`config.mk`:
```
export PLATFORM = sky130hd
export DESIGN_NAME = tps_poll_sched
export DESIGN_NICKNAME = d
export VERILOG_FILES = /design/src/rtl/tps_pkg.sv /design/src/rtl/tps_rate_cnt.sv /design/src/rtl/tps_slot_pick.sv /design/src/rtl/tps_mode_ctl.sv /design/src/rtl/tps_poll_sched.sv
export SDC_FILE = /design/constraint.sdc
export NUM_CORES = 1
export LEC_CHECK = 0
export BUFFER_PORTS_ARGS = -buffer_cell sky130_fd_sc_hd__buf_2
export CORE_MARGIN = 10
export CORE_UTILIZATION = 40
export CTS_CLUSTER_DIAMETER = 200
export DETAILED_ROUTE_END_ITERATION = 7
export PLACE_DENSITY = 0.76
export SLEW_MARGIN = 30
export SYNTH_ARGS = -nofsm -noshare
export SYNTH_HDL_FRONTEND = slang
export SYNTH_SLANG_ARGS = --single-unit
```
`constraint.sdc`:
```
create_clock -name clk -period 4.9 [get_ports clk]
set_input_delay 0.735 -clock clk [delete_from_list [all_inputs] [get_ports clk]]
set_output_delay 0.735 -clock clk [all_outputs]
set_load 0.05 [all_outputs]
```
`src/rtl/tps_pkg.sv`:
```
// Package: shared constants for the temperature-sensor poll scheduler.
// Assumes a mask of two channels, each with a 4-position field whose top
// position is reserved.
package tps_pkg;
    localparam int MASK_W  = 8;                  // population mask width
    localparam int GRP_W   = 4;                  // positions per channel field
    localparam int IDX_W   = $clog2(MASK_W);     // mask bit index width
    localparam int SLOT_W  = $clog2(GRP_W);      // slot number width
    typedef logic [IDX_W-1:0] idx_t;
endpackage

```
`src/rtl/tps_rate_cnt.sv`:
```
// Module: poll-period down-counter.
// Counts down once per clock. It reloads from the period input on reset,
// on reaching zero, and on a software write of zero. A non-zero write is
// taken directly. Every change appears on the following clock. Assumes the
// period input is stable during reset.
module tps_rate_cnt #(
    parameter int CNT_W = 18
) (
    input  logic             clk,
    input  logic             rst_n,
    input  logic [CNT_W-1:0] reload,
    input  logic             wr,
    input  logic [CNT_W-1:0] wr_data,
    output logic [CNT_W-1:0] cnt,
    output logic             expire
);
    // Counter register: reset/write/zero reload, else decrement.
    always_ff @(posedge clk) begin
        if (!rst_n)
            cnt <= reload;
        else if (wr)
            cnt <= (wr_data == '0) ? reload : wr_data;
        else if (cnt == '0)
            cnt <= reload;
        else
            cnt <= cnt - 1'b1;
    end

    // Expiry pulse: zero reached and not overridden by a write this cycle.
    always_comb expire = (cnt == '0) && !wr;
endmodule

```
`src/rtl/tps_slot_pick.sv`:
```
// Module: round-robin picker over the population mask.
// Clears the reserved top position of each channel field. It then returns
// the first set bit after the last served index, wrapping around. Purely
// combinational. Assumes the last index is a legal mask bit index.
module tps_slot_pick
    import tps_pkg::*;
(
    input  logic [MASK_W-1:0] mask,
    input  idx_t              last_idx,
    output logic              any,
    output idx_t              next_idx
);
    logic [MASK_W-1:0] legal;
    logic [MASK_W-1:0] eff;

    // Legal-position mask: every position except the last of each field.
    for (genvar g = 0; g < MASK_W; g++) begin : g_legal
        assign legal[g] = ((g % GRP_W) != (GRP_W - 1));
    end

    // Effective population after dropping reserved positions.
    always_comb eff = mask & legal;

    // Circular search for the first populated index after last_idx.
    always_comb begin
        any      = 1'b0;
        next_idx = last_idx;
        for (int k = 1; k <= MASK_W; k++) begin
            idx_t cand;
            cand = idx_t'((int'(last_idx) + k) % MASK_W);
            if (!any && eff[cand]) begin
                any      = 1'b1;
                next_idx = cand;
            end
        end
    end
endmodule

```
`src/rtl/tps_mode_ctl.sv`:
```
// Module: bus-ownership select between poller and software commands.
// The requested mode is adopted only while no poll request is outstanding.
// Assumes the drained input reflects the request register of the same cycle.
module tps_mode_ctl (
    input  logic clk,
    input  logic rst_n,
    input  logic mode_req,
    input  logic drained,
    output logic active
);
    // Mode register: follow the request only when drained.
    always_ff @(posedge clk) begin
        if (!rst_n)
            active <= 1'b0;
        else if (drained)
            active <= mode_req;
    end
endmodule

```
`src/rtl/tps_poll_sched.sv`:
```
// Module: temperature-sensor poll scheduler (top).
// Combines the period counter, the slot picker and the mode select. On
// each expiry with polling on and nothing outstanding, it raises one
// request to the next populated slot and holds it until done. Expiries
// that arrive while a request is outstanding are dropped. Assumes done is
// raised only while a request is valid, and that the mask is stable while
// a request is outstanding.
module tps_poll_sched
    import tps_pkg::*;
#(
    parameter int CNT_W = 18
) (
    input  logic                    clk,
    input  logic                    rst_n,
    input  logic                    poll_en_req,
    input  logic [MASK_W-1:0]       present_mask,
    input  logic [CNT_W-1:0]        rate_reload,
    input  logic                    cnt_wr,
    input  logic [CNT_W-1:0]        cnt_wr_data,
    input  logic                    req_done,
    output logic                    req_valid,
    output logic [SLOT_W-1:0]       req_slot,
    output logic                    req_chan,
    output logic                    poll_active,
    output logic                    drained,
    output logic [CNT_W-1:0]        cnt_value
);
    logic expire;
    logic any_slot;
    logic issue;
    idx_t last_idx;
    idx_t next_idx;
    idx_t req_idx;

    tps_rate_cnt #(.CNT_W(CNT_W)) u_cnt (
        .clk     (clk),
        .rst_n   (rst_n),
        .reload  (rate_reload),
        .wr      (cnt_wr),
        .wr_data (cnt_wr_data),
        .cnt     (cnt_value),
        .expire  (expire)
    );

    tps_slot_pick u_pick (
        .mask     (present_mask),
        .last_idx (last_idx),
        .any      (any_slot),
        .next_idx (next_idx)
    );

    tps_mode_ctl u_mode (
        .clk      (clk),
        .rst_n    (rst_n),
        .mode_req (poll_en_req),
        .drained  (drained),
        .active   (poll_active)
    );

    // No request outstanding.
    always_comb drained = !req_valid;

    // Issue decision: a pending turn-off request suppresses new polls.
    always_comb issue = expire && poll_active && poll_en_req && drained && any_slot;

    // Request register and round-robin pointer.
    always_ff @(posedge clk) begin
        if (!rst_n) begin
            req_valid <= 1'b0;
            req_idx   <= '0;
            last_idx  <= idx_t'(MASK_W - 1);
        end else if (req_valid && req_done) begin
            req_valid <= 1'b0;
        end else if (issue) begin
            req_valid <= 1'b1;
            req_idx   <= next_idx;
            last_idx  <= next_idx;
        end
    end

    // Split the mask index into channel and slot.
    always_comb begin
        req_slot = req_idx[SLOT_W-1:0];
        req_chan = req_idx[IDX_W-1];
    end
endmodule

```
* Word-level counts from Yosys, hierarchy flattened
Index checks and enable logic that the tools add are counted.
** Storage, ports and cells
- Bits in registers :: 26
- Latch bits :: 0
- Memory bits (writable) :: 0
- ROM bits :: 0
- Input port bits :: 49
- Output and inout port bits :: 24
- Logic and storage cells :: 86
- Memories kept :: 0
** Operators by class
- Add/subtract/negate cells :: 9
- Multipliers :: 0
- Div/mod/pow operators :: 0
- Order comparisons :: 8
- Equal/unequal tests :: 0
- Shift-type cells :: 0
- Muxes and demuxes :: 36
- Bitwise operators :: 2
- Reduce and logical (&&, ||, !) cells :: 26
** Operators by type and width (number)
- $mux W18 :: 4
- $logic_not A18 Y1 :: 2
- $lt A3 B4 Y1 const B :: 8
- $bmux W1 S3 :: 8
- $mux W3 :: 8
- $sub A18 B1 Y18 const B :: 1
- $mux W1 :: 16
- $logic_and A1 B1 Y1 :: 13
- $add A3 B3 Y3 const B :: 4
- $logic_not A1 Y1 :: 9
- $add A3 B1 Y3 const B :: 2
- $add A3 B2 Y3 const B :: 2
- $not A1 Y1 :: 2
- $reduce_and A2 Y1 :: 1
- $reduce_or A2 Y1 :: 1

* Longest topological paths before layout
Gate-level depths: netlist of run 1.
- Depth in word-level cells :: 27
- Mapped depth :: 11
- Gate-level depth less buffers :: 9

* By module
Synthesis of run 1 repeated with hierarchy kept, for this count alone.
** Second synthesis, totals
- Cells, all modules :: 308
- Area, all modules :: 2446.1 µm²
** By module, submodules not included
- tps_rate_cnt :: times used 1, cells each 158, area an instance 1246.2 µm², sequential area each 360.3 µm²
- tps_slot_pick :: times used 1, cells each 118, area an instance 908.4 µm², sequential area each 0.0 µm²
- tps_poll_sched :: times used 1, cells each 29, area an instance 255.2 µm², sequential area each 140.1 µm²
- tps_mode_ctl :: times used 1, cells each 3, area an instance 36.3 µm², sequential area each 20.0 µm²

* Worst setup path before layout of run 1
No wires, ideal clock.
- Path kind :: register to register
- From :: register last_idx[1]
- To :: register last_idx[1]
- Arrival time :: 2755 ps
- Slack :: 2013 ps
- Cell stages (with the launch flop) :: 11
- Clock period less this slack :: 2887 ps
- Path through :: dfxtp_1 buf_2 clkinv_1 ha_1 mux2_4 a21oi_2 mux2i_2 a2111oi_2 a211oi_2 a2111oi_4 o21ai_1
** On the way
- Longest elaborated chain between the ends :: 27
** Ends and longest elaborated chain
- start: declaration :: RTL line tps_poll_sched.sv:31 : idx_t last_idx;
- start signal: assignment :: RTL line tps_poll_sched.sv:71 : last_idx <= idx_t'(MASK_W - 1);
- start signal: assignment :: RTL line tps_poll_sched.sv:77 : last_idx <= next_idx;
- $add A3 B1 Y3 :: RTL line tps_slot_pick.sv:30 : cand = idx_t'((int'(last_idx) + k) % MASK_W);
- $bmux W1 S3 :: RTL line tps_slot_pick.sv:31 : if (!any && eff[cand]) begin
- $mux W1 (implied by the code) :: RTL line tps_slot_pick.sv:31
- $mux W1 :: RTL line tps_slot_pick.sv:31
- $logic_not A1 Y1 :: RTL line tps_slot_pick.sv:31
- $logic_and A1 B1 Y1 :: RTL line tps_slot_pick.sv:31
- $mux W1 :: RTL line tps_slot_pick.sv:31
- $logic_not A1 Y1 :: RTL line tps_slot_pick.sv:31
- [11 not listed]
- $logic_not A1 Y1 :: RTL line tps_slot_pick.sv:31
- $logic_and A1 B1 Y1 :: RTL line tps_slot_pick.sv:31
- $mux W1 :: RTL line tps_slot_pick.sv:31
- $logic_not A1 Y1 :: RTL line tps_slot_pick.sv:31
- $logic_and A1 B1 Y1 :: RTL line tps_slot_pick.sv:31
- $mux W1 :: RTL line tps_slot_pick.sv:31
- $logic_and A1 B1 Y1 :: RTL line tps_poll_sched.sv:64 : always_comb issue = expire && poll_active && poll_en_req && drained && any_slot;
- $reduce_and A2 Y1 (no line)
Several ways; a longest one is shown, not always the timed one. The select of a mux whose other input is x is not followed.
A chain may end at the register's enable or synchronous reset.

* Worst setup path in the final report of run 1
- From :: register last_idx[1]
- To :: register last_idx[0]
Same word-level chain as after synthesis.

==> impl_results.md, run 1 <==
- Crit start category: register
- Period utilization: 0.770
- Worst min-delay path class: reg -> reg
- Mapped Area: 2400 µm²
- Clock slew at reported path FFs: 0.10 ns
- Routed via count: 2668
- Max-Cap Viols: 0
- TritonRoute pass-1 iters: 4
- Worst setup margin: 1.13 ns
- Synthesized flop and latch total: 26
- H-tree depth: 1
- Overall Power: 625 µW
- Via density: 6.02
- Insertion delay to the later sink of the worst-skew pair: 0.28 ns
- Status: complete, no violations
- Lkg Pwr: 1.17 nW
- Average wire per standard cell: 16.8 µm
- Power per cell area: 220 nW/µm²
- Cell Rows: 28
- Final wirelength: 7440 µm
- Number of global-route vias before repair: 2623
- Main synth FF type: dfxtp_1
- Die area: 9500 µm²
- Synth Warn #: 0
- Setup slack, reg-to-reg: 1.13 ns
- Post-DP HPWL: 5750 µm
- Sequential area share after synthesis: 0.217
- Synth async-reset ratio: 0
- Post-DRT Antenna Nets: 0
- Drt drc: 0
- Antenna diodes: 0
- Initial Utilization: 0.408
- Crit path time final: 3.77 ns
- Filler cell count: 574
- RSZ-0062 raised after global routing: no
- Routability cong.: 0.858
- Post-CTS sizing: 0
- Footprint of the multi-input gates: 1770 µm²
- Commonest cells after routing, fill and taps aside: buf_2, nand2_1, nor2_1, dfxtp_1, a21oi_1
- Largest net degree at the start of global routing: 25
- CP Max Fanout: 13
- Fin. max-slew vios: 0
- Hold bufs inserted after CTS: 0
- Setup TNS: 0 ns
- Pre-CTS setup slack: 1.17 ns
- Global route overflow: 0
- Setup Buffers After CTS: 0
- Worst slew margin: 0.527
- Num CTS Buffers: 3
- Register cell area after layout: 520 µm²
- Critical path type: reg -> reg
- Share of cells above drive strength 1: 0.266
- Max Clk Rate: 265 MHz
- Mapped Cells: 309
- First-pass GRT wire length: 12500 µm
- Die W: 97.5 µm
- Mapped Nets: 361
- CTS tree: done
- Nets: 421
- EDFF count, synth: 0
- Ports: 73
- Floorplan core area: 5890 µm²
- Peak supply drop: 0.185 mV
- Commonest non-fill, non-tap cell in the layout: buf_2
- Root buffer cell: clkbuf_8
- GRT Total Usage: 0.150
- Post-synth cell types: 69
- Starting DRT DRC Count: 142
- Clk sinks: 26
- Critical Path End Type: register
- Worst-margin pin slew: 0.708 ns
- Clk_skew: 0.00536 ns
- PortBufs: 70
- Final Hold Fails: 0
- Setup violators final: 0
- Die height: 97.5 µm
- Hold WS: 0.483 ns
- Critical path required time: 5.07 ns
- Clk buf depth: 2
- Syn_area_per_cell: 7.77 µm²
- Synthesis-to-finish area growth: 18.5%
- Utilization after layout: 0.483
- CP arrival: 3.94 ns
- Initial antenna violation count: 0
[metal layers]
layer	GRT usage	routed length (µm)	up-vias
met5	0	0	-
met4	0.0447	82	0
met3	0.0341	534	6
met2	0.236	3430	125
met1	0.196	3390	1243
li1	-	-	1294
[path summary, 6_finish.rpt]
path / startpoint / endpoint / cells past startpoint
max: last_idx[1]$_SDFFE_PN1P_ / last_idx[0]$_SDFFE_PN1P_ / 9
min: req_idx[0]$_SDFFE_PN0P_ / req_idx[0]$_SDFFE_PN0P_ / 2
max reg2reg: last_idx[1]$_SDFFE_PN1P_ / last_idx[0]$_SDFFE_PN1P_ / 9
min reg2reg: req_idx[0]$_SDFFE_PN0P_ / req_idx[0]$_SDFFE_PN0P_ / 2
[logic make-up (layout without fill, tap and decap cells)]
kind of cell	after synthesis	count (layout)	synth area share
AO/OA/AOI/OAI	98	98	0.291
XOR/XNOR	16	16	0.0584
adder cells (fa/ha/maj)	3	3	0.0156
buffers and inverters	24	83	0.0453
flip-flops	26	26	0.217
multiplexers	17	17	0.0891
AND/OR/NAND/NOR	125	125	0.283
[power by group]
| part | internal, mW | switching [mW] | total (mW) | leakage [nW] |
|---|---|---|---|---|
| Sequential | 0.227 | 0.0228 | 0.249 | 0.216 |
| Clock | 0.109 | 0.0737 | 0.183 | 0.0357 |
| Combinational | 0.0662 | 0.126 | 0.192 | 0.919 |
[cell type report]
cell class / instances / share of cell area
clock inverter: 1 / 0.0106
inverter: 8 / 0.0106
clock buffer: 3 / 0.0145
tap: 75 / 0.0330
multi-input combinational: 259 / 0.623
timing repair buffer: 71 / 0.126
sequential: 26 / 0.183
[through the flow]
step | std cells | cell area (µm²)
final | 443 | 2850
after global routing | 443 | 2850
after CTS | 443 | 2850
after detailed placement | 439 | 2770
after global placement | 439 | 2770
after floorplan | 309 | 2400
[cell usage after synthesis, drive strengths merged, types with 3 or more instances]
master	n	area [µm²]
inv	7	26.3
a2111oi	3	51.3
o22ai	5	31.3
nand2b	5	31.3
o211ai	5	37.5
nand2	31	116
o21ai	19	95.1
a21oi	21	113
xor2	8	70.1
nor4	10	90.1
nand3b	3	22.5
xnor2	8	70.1
mux2i	9	93.8
a22o	7	61.3
o31ai	7	52.6
nor3	14	70.1
ha	3	37.5
buf	8	48.8
clkbuf	8	30.0
a211oi	10	85.1
nor2	29	109
nor3b	5	58.8
dfxtp	26	521
nand3	11	55.1
or4	4	30.0
mux2	6	75.1
a31oi	4	25.0
[critical path, cell delays in order, from the launching register on]
cell and delay [ns]:
dfxtp_1 0.57, clkinv_1 0.36, ha_1 0.75, mux2_4 0.37
a21oi_2 0.30, nand4_2 0.28, nor3b_4 0.33, nor3_1 0.12
nor3b_2 0.24, mux2_1 0.34
[state kept, by name (all words and copies together), names as in the netlist]
| register | count |
|---|---|
| u_cnt.cnt | 18 |
| last_idx | 3 |
| req_idx | 3 |
| req_valid | 1 |
| u_mode.active | 1 |
Power figures use the tool's default switching activity.
==> run 2, diff against run 1 <==
--- a/config.mk
+++ b/config.mk
@@ -5,12 +5,13 @@
 export SDC_FILE = /design/constraint.sdc
 export NUM_CORES = 1
 export LEC_CHECK = 0
+export ABC_AREA = 1
 export BUFFER_PORTS_ARGS = -buffer_cell sky130_fd_sc_hd__buf_2
 export CORE_MARGIN = 10
 export CORE_UTILIZATION = 40
 export CTS_CLUSTER_DIAMETER = 200
 export DETAILED_ROUTE_END_ITERATION = 7
-export PLACE_DENSITY = 0.76
+export PLACE_DENSITY = 0.75
 export SLEW_MARGIN = 30
 export SYNTH_ARGS = -nofsm -noshare
 export SYNTH_HDL_FRONTEND = slang
==> constraint.sdc (replaced) <==
create_clock -name clk -period 3.85 [get_ports clk]
set_input_delay 0.5775 -clock clk [delete_from_list [all_inputs] [get_ports clk]]
set_output_delay 0.5775 -clock clk [all_outputs]
set_load 0.05 [all_outputs]
==> run 2 against run 1 <==
Net effect: power increased by 17%; synthesized area increased by 8.4%; critical path depth increased by 5; design area increased by 5.8%; synthesized cell count increased by 36%; cell count increased by 26%; die area increased by 6.6%; via count increased by 8.4%; utilization decreased by 0.95 points; worst hold slack got worse by 0.014 ns; register-to-register slack got worse by 0.12 ns; clock power decreased by 11%.
==> impl_results.md, run 2 <==
- Status: complete, no violations (unchanged)
- Average wire per standard cell: 13.4 µm (was 16.8 µm)
- Power per cell area: 242 nW/µm² (was 220 nW/µm²)
- Top cells by area, synth: dfxtp_1, nand2_1, inv_1, o21ai_0, nand3_1 (was dfxtp_1, nand2_1, nor2_1, a21oi_1, mux2i_1)
- Largest net degree at the start of global routing: 32 (was 25)
- Hold bufs inserted after CTS: 0 (unchanged)
- EDFF count, synth: 0 (unchanged)
- Initial antenna violation count: 0 (unchanged)
- Routability cong.: 0.867 (was 0.858)
- Main synth FF type: dfxtp_1 (unchanged)
- TritonRoute pass-1 iters: 5 (was 4)
- Crit start category: register (unchanged)
- Setup Buffers After CTS: 0 (unchanged)
- Mapped Area: 2600 µm² (was 2400 µm²)
- Main combinational cell family by area after synthesis: simple AND/OR/NAND/NOR gates (was compound AO/OA/AOI/OAI gates)
- Synth Area in Simple Gates: 0.428 (was 0.283)
- Post-Place Cells: 554 (was 439)
- Non-Filler Instances: 557 (was 443)
- Synth async-reset ratio: 0 (unchanged)
- Hold WS: 0.470 ns (was 0.483 ns)
- Peak supply drop: 0.185 mV (about the same)
- Post-DRT Antenna Nets: 0 (unchanged)
- Final wirelength: 7490 µm (was 7440 µm)
- Post-DP HPWL: 6000 µm (was 5750 µm)
- Share of cells above drive strength 1: 0.256 (was 0.266)
- Mapped Nets: 472 (was 361)
- Global route hottest layer: met2 (unchanged)
- CTS tree: done (unchanged)
- Synth area leader: dfxtp_1 (unchanged)
- Setup slack, reg-to-reg: 1.01 ns (was 1.13 ns)
- Met2 Usage GRT: 0.243 (was 0.236)
- H-tree depth: 1 (unchanged)
- CP Max Fanout: 11 (was 13)
- Commonest cells after routing, fill and taps aside: nand2_1, buf_2, inv_1, nor2_1, o21ai_0 (was buf_2, nand2_1, nor2_1, dfxtp_1, a21oi_1)
- Compound-gate portion of the synthesized area: 0.182 (was 0.291)
- Mapped Cells: 420 (was 309)
- Most frequent cell after synthesis: nand2_1 (unchanged)
- First-pass GRT wire length: 12600 µm (was 12500 µm)
- Ports: 73 (unchanged)
- Registers with the most flip-flops: u_cnt.cnt x18, last_idx x3, req_idx x3 (unchanged)
- Setup violators final: 0 (unchanged)
- Synth Warn #: 0 (unchanged)
- Sequential area share after synthesis: 0.200 (was 0.217)
- Die height: 101 µm (was 97.5 µm)
- Clk buf depth: 2 (unchanged)
- Period utilization: 0.739 (was 0.770)
- R2R Path End: last_idx[2]$_SDFFE_PN1P_ (was last_idx[0]$_SDFFE_PN1P_)
- PortBufs: 70 (unchanged)
- Root buffer cell: clkbuf_8 (unchanged)
- Syn_area_per_cell: 6.20 µm² (was 7.77 µm²)
- Floorplan core area: 6350 µm² (was 5890 µm²)
- Worst-margin pin slew: 0.749 ns (was 0.708 ns)
- Post-synth cell types: 47 (was 69)
- Synthesized flop and latch total: 26 (unchanged)
- CP arrival: 2.99 ns (was 3.94 ns)
- Die W: 101 µm (was 97.5 µm)
- Crit path time final: 2.84 ns (was 3.77 ns)
- Max-Cap Viols: 0 (unchanged)
- Antenna diodes: 0 (unchanged)
- End of the worst hold path: req_valid$_SDFFE_PP0P_ (was req_idx[0]$_SDFFE_PN0P_)
- Setup TNS: 0 ns (unchanged)
- Final Hold Fails: 0 (unchanged)
- Critical path type: reg -> reg (unchanged)
- Lkg Pwr: 1.49 nW (was 1.17 nW)
- Worst slew margin: 0.500 (was 0.527)
- Max reg flops: 18 (unchanged)
- Met3 Resource Use GR: 0.0487 (was 0.0341)
- Number of global-route vias before repair: 2744 (was 2623)
- RSZ-0062 raised after global routing: no (unchanged)
- Insertion delay to the later sink of the worst-skew pair: 0.28 ns (about the same)
- Met1 usage: 0.178 (was 0.196)
- Proportion of synthesized area in mux cells: 0 (was 0.0891)
- Num CTS Buffers: 3 (unchanged)
- Post-CTS sizing: 0 (unchanged)
- Most instantiated cells after synthesis: nand2_1, inv_1, nor2_1, o21ai_0, nand3_1 (was nand2_1, nor2_1, dfxtp_1, a21oi_1)
- Global route overflow: 0 (unchanged)
- Commonest non-fill, non-tap cell in the layout: nand2_1 (was buf_2)
- Critical Path End Type: register (unchanged)
- Synthesis-to-finish area growth: 15.6% (was 18.5%)
- Clock slew at reported path FFs: 0.09 ns (was 0.10 ns)
- FF-to-FF path depth: 14 (was 9)
- Worst setup margin: 1.01 ns (was 1.13 ns)
- Fin. max-slew vios: 0 (unchanged)
- Clk sinks: 26 (unchanged)
- Max Clk Rate: 352 MHz (was 265 MHz)
- GRT Total Usage: 0.146 (was 0.150)
- Hold path start: req_done (was req_idx[0]$_SDFFE_PN0P_)
- Starting DRT DRC Count: 104 (was 142)
- Drt drc: 0 (unchanged)
- Largest Register: u_cnt.cnt (unchanged)
- Clk_skew: 0.00541 ns (was 0.00536 ns)
- Nets: 534 (was 421)
- Routed via count: 2891 (was 2668)
- R2R Path Start: last_idx[1]$_SDFFE_PN1P_ (unchanged)
- Filler cell count: 650 (was 574)
- Overall Power: 728 µW (was 625 µW)
- Post-synthesis adder-cell area fraction: 0.0144 (was 0.0156)
- XOR/XNOR share of the synthesized area: 0.0529 (was 0.0584)
- Cell Rows: 29 (was 28)
- Cells on Worst Hold Path: 2 (unchanged)
- Die area: 10100 µm² (was 9500 µm²)
- Pre-CTS setup slack: 1.02 ns (was 1.17 ns)
- Initial Utilization: 0.410 (was 0.408)
- Worst min-delay path class: in -> reg (was reg -> reg)
- Share of the synthesized area in the top cell type: 0.200 (was 0.217)
- Critical path required time: 3.99 ns (was 5.07 ns)
- Via density: 5.19 (was 6.02)
-- run 2: cell types whose count changed after synthesis, sizes merged, moves of 10 or more --
cell and delta:
a211oi -10, o21ai +20, nor2 +11, nand2 +92, nand3 +30, inv +48
-- run 2: kinds of logic after synthesis --
kind of cell,after synthesis
simple gates,225
xor+xnor,14
compound gates,80
buf+inv,72
fa+ha+maj,3
flops,26
-- run 2: worst max path at each step --
stage	start	endpoint	depth (start not counted)
after floorplan	last_idx[0]$_SDFFE_PN1P_	req_valid$_SDFFE_PP0P_	17
after global placement	last_idx[1]$_SDFFE_PN1P_	last_idx[2]$_SDFFE_PN1P_	14
after detailed placement	last_idx[1]$_SDFFE_PN1P_	last_idx[2]$_SDFFE_PN1P_	14
after CTS	last_idx[1]$_SDFFE_PN1P_	last_idx[2]$_SDFFE_PN1P_	14
after global routing	last_idx[1]$_SDFFE_PN1P_	req_idx[1]$_SDFFE_PN0P_	14
final	last_idx[1]$_SDFFE_PN1P_	last_idx[2]$_SDFFE_PN1P_	14
-- run 2: routing by layer --
| metal | share of wire | up-vias |
|---|---|---|
| li1 | - | 1503 |
| met1 | 0.44 | 1290 |
| met2 | 0.47 | 85 |
| met3 | 0.074 | 13 |
| met4 | 0.012 | 0 |
| met5 | 0 | - |
-- run 2: area by class of cell --
class	count	area (µm²)	area share
multi-input combinational	322	1760	0.586
tap	77	96.3	0.0320
inverter	58	229	0.0761
sequential	26	520	0.173
timing repair buffer	71	358	0.119
clock buffer	3	41.3	0.0137
-- run 2: power by group --
group	total, mW	switching (mW)	internal (mW)
Clock	0.162	0.0914	0.0704
Combinational	0.251	0.174	0.0777
Sequential	0.315	0.0262	0.288
Total	0.728	0.291	0.437
-- run 2: worst max-delay path, stage by stage (launching register included) --
cell	delay [ns]
dfxtp_1	0.65
inv_2	0.17
ha_1	0.43
inv_1	0.20
nand2_1	0.07
nand2_1	0.11
nand2_1	0.06
nand2_1	0.19
nand3_4	0.13
nor3_4	0.17
nand4_2	0.15
nand2_4	0.13
inv_4	0.07
nand3_2	0.10
o211ai_2	0.07
-- run 2: per-stage QoR --
stage / util / area [µm²]
6_report: 0.474 / 3010
5_1_grt: 0.474 / 3010
4_1_cts: 0.474 / 3010
3_5_place_dp: 0.467 / 2970
3_3_place_gp: 0.467 / 2970
2_1_floorplan: - / 2600
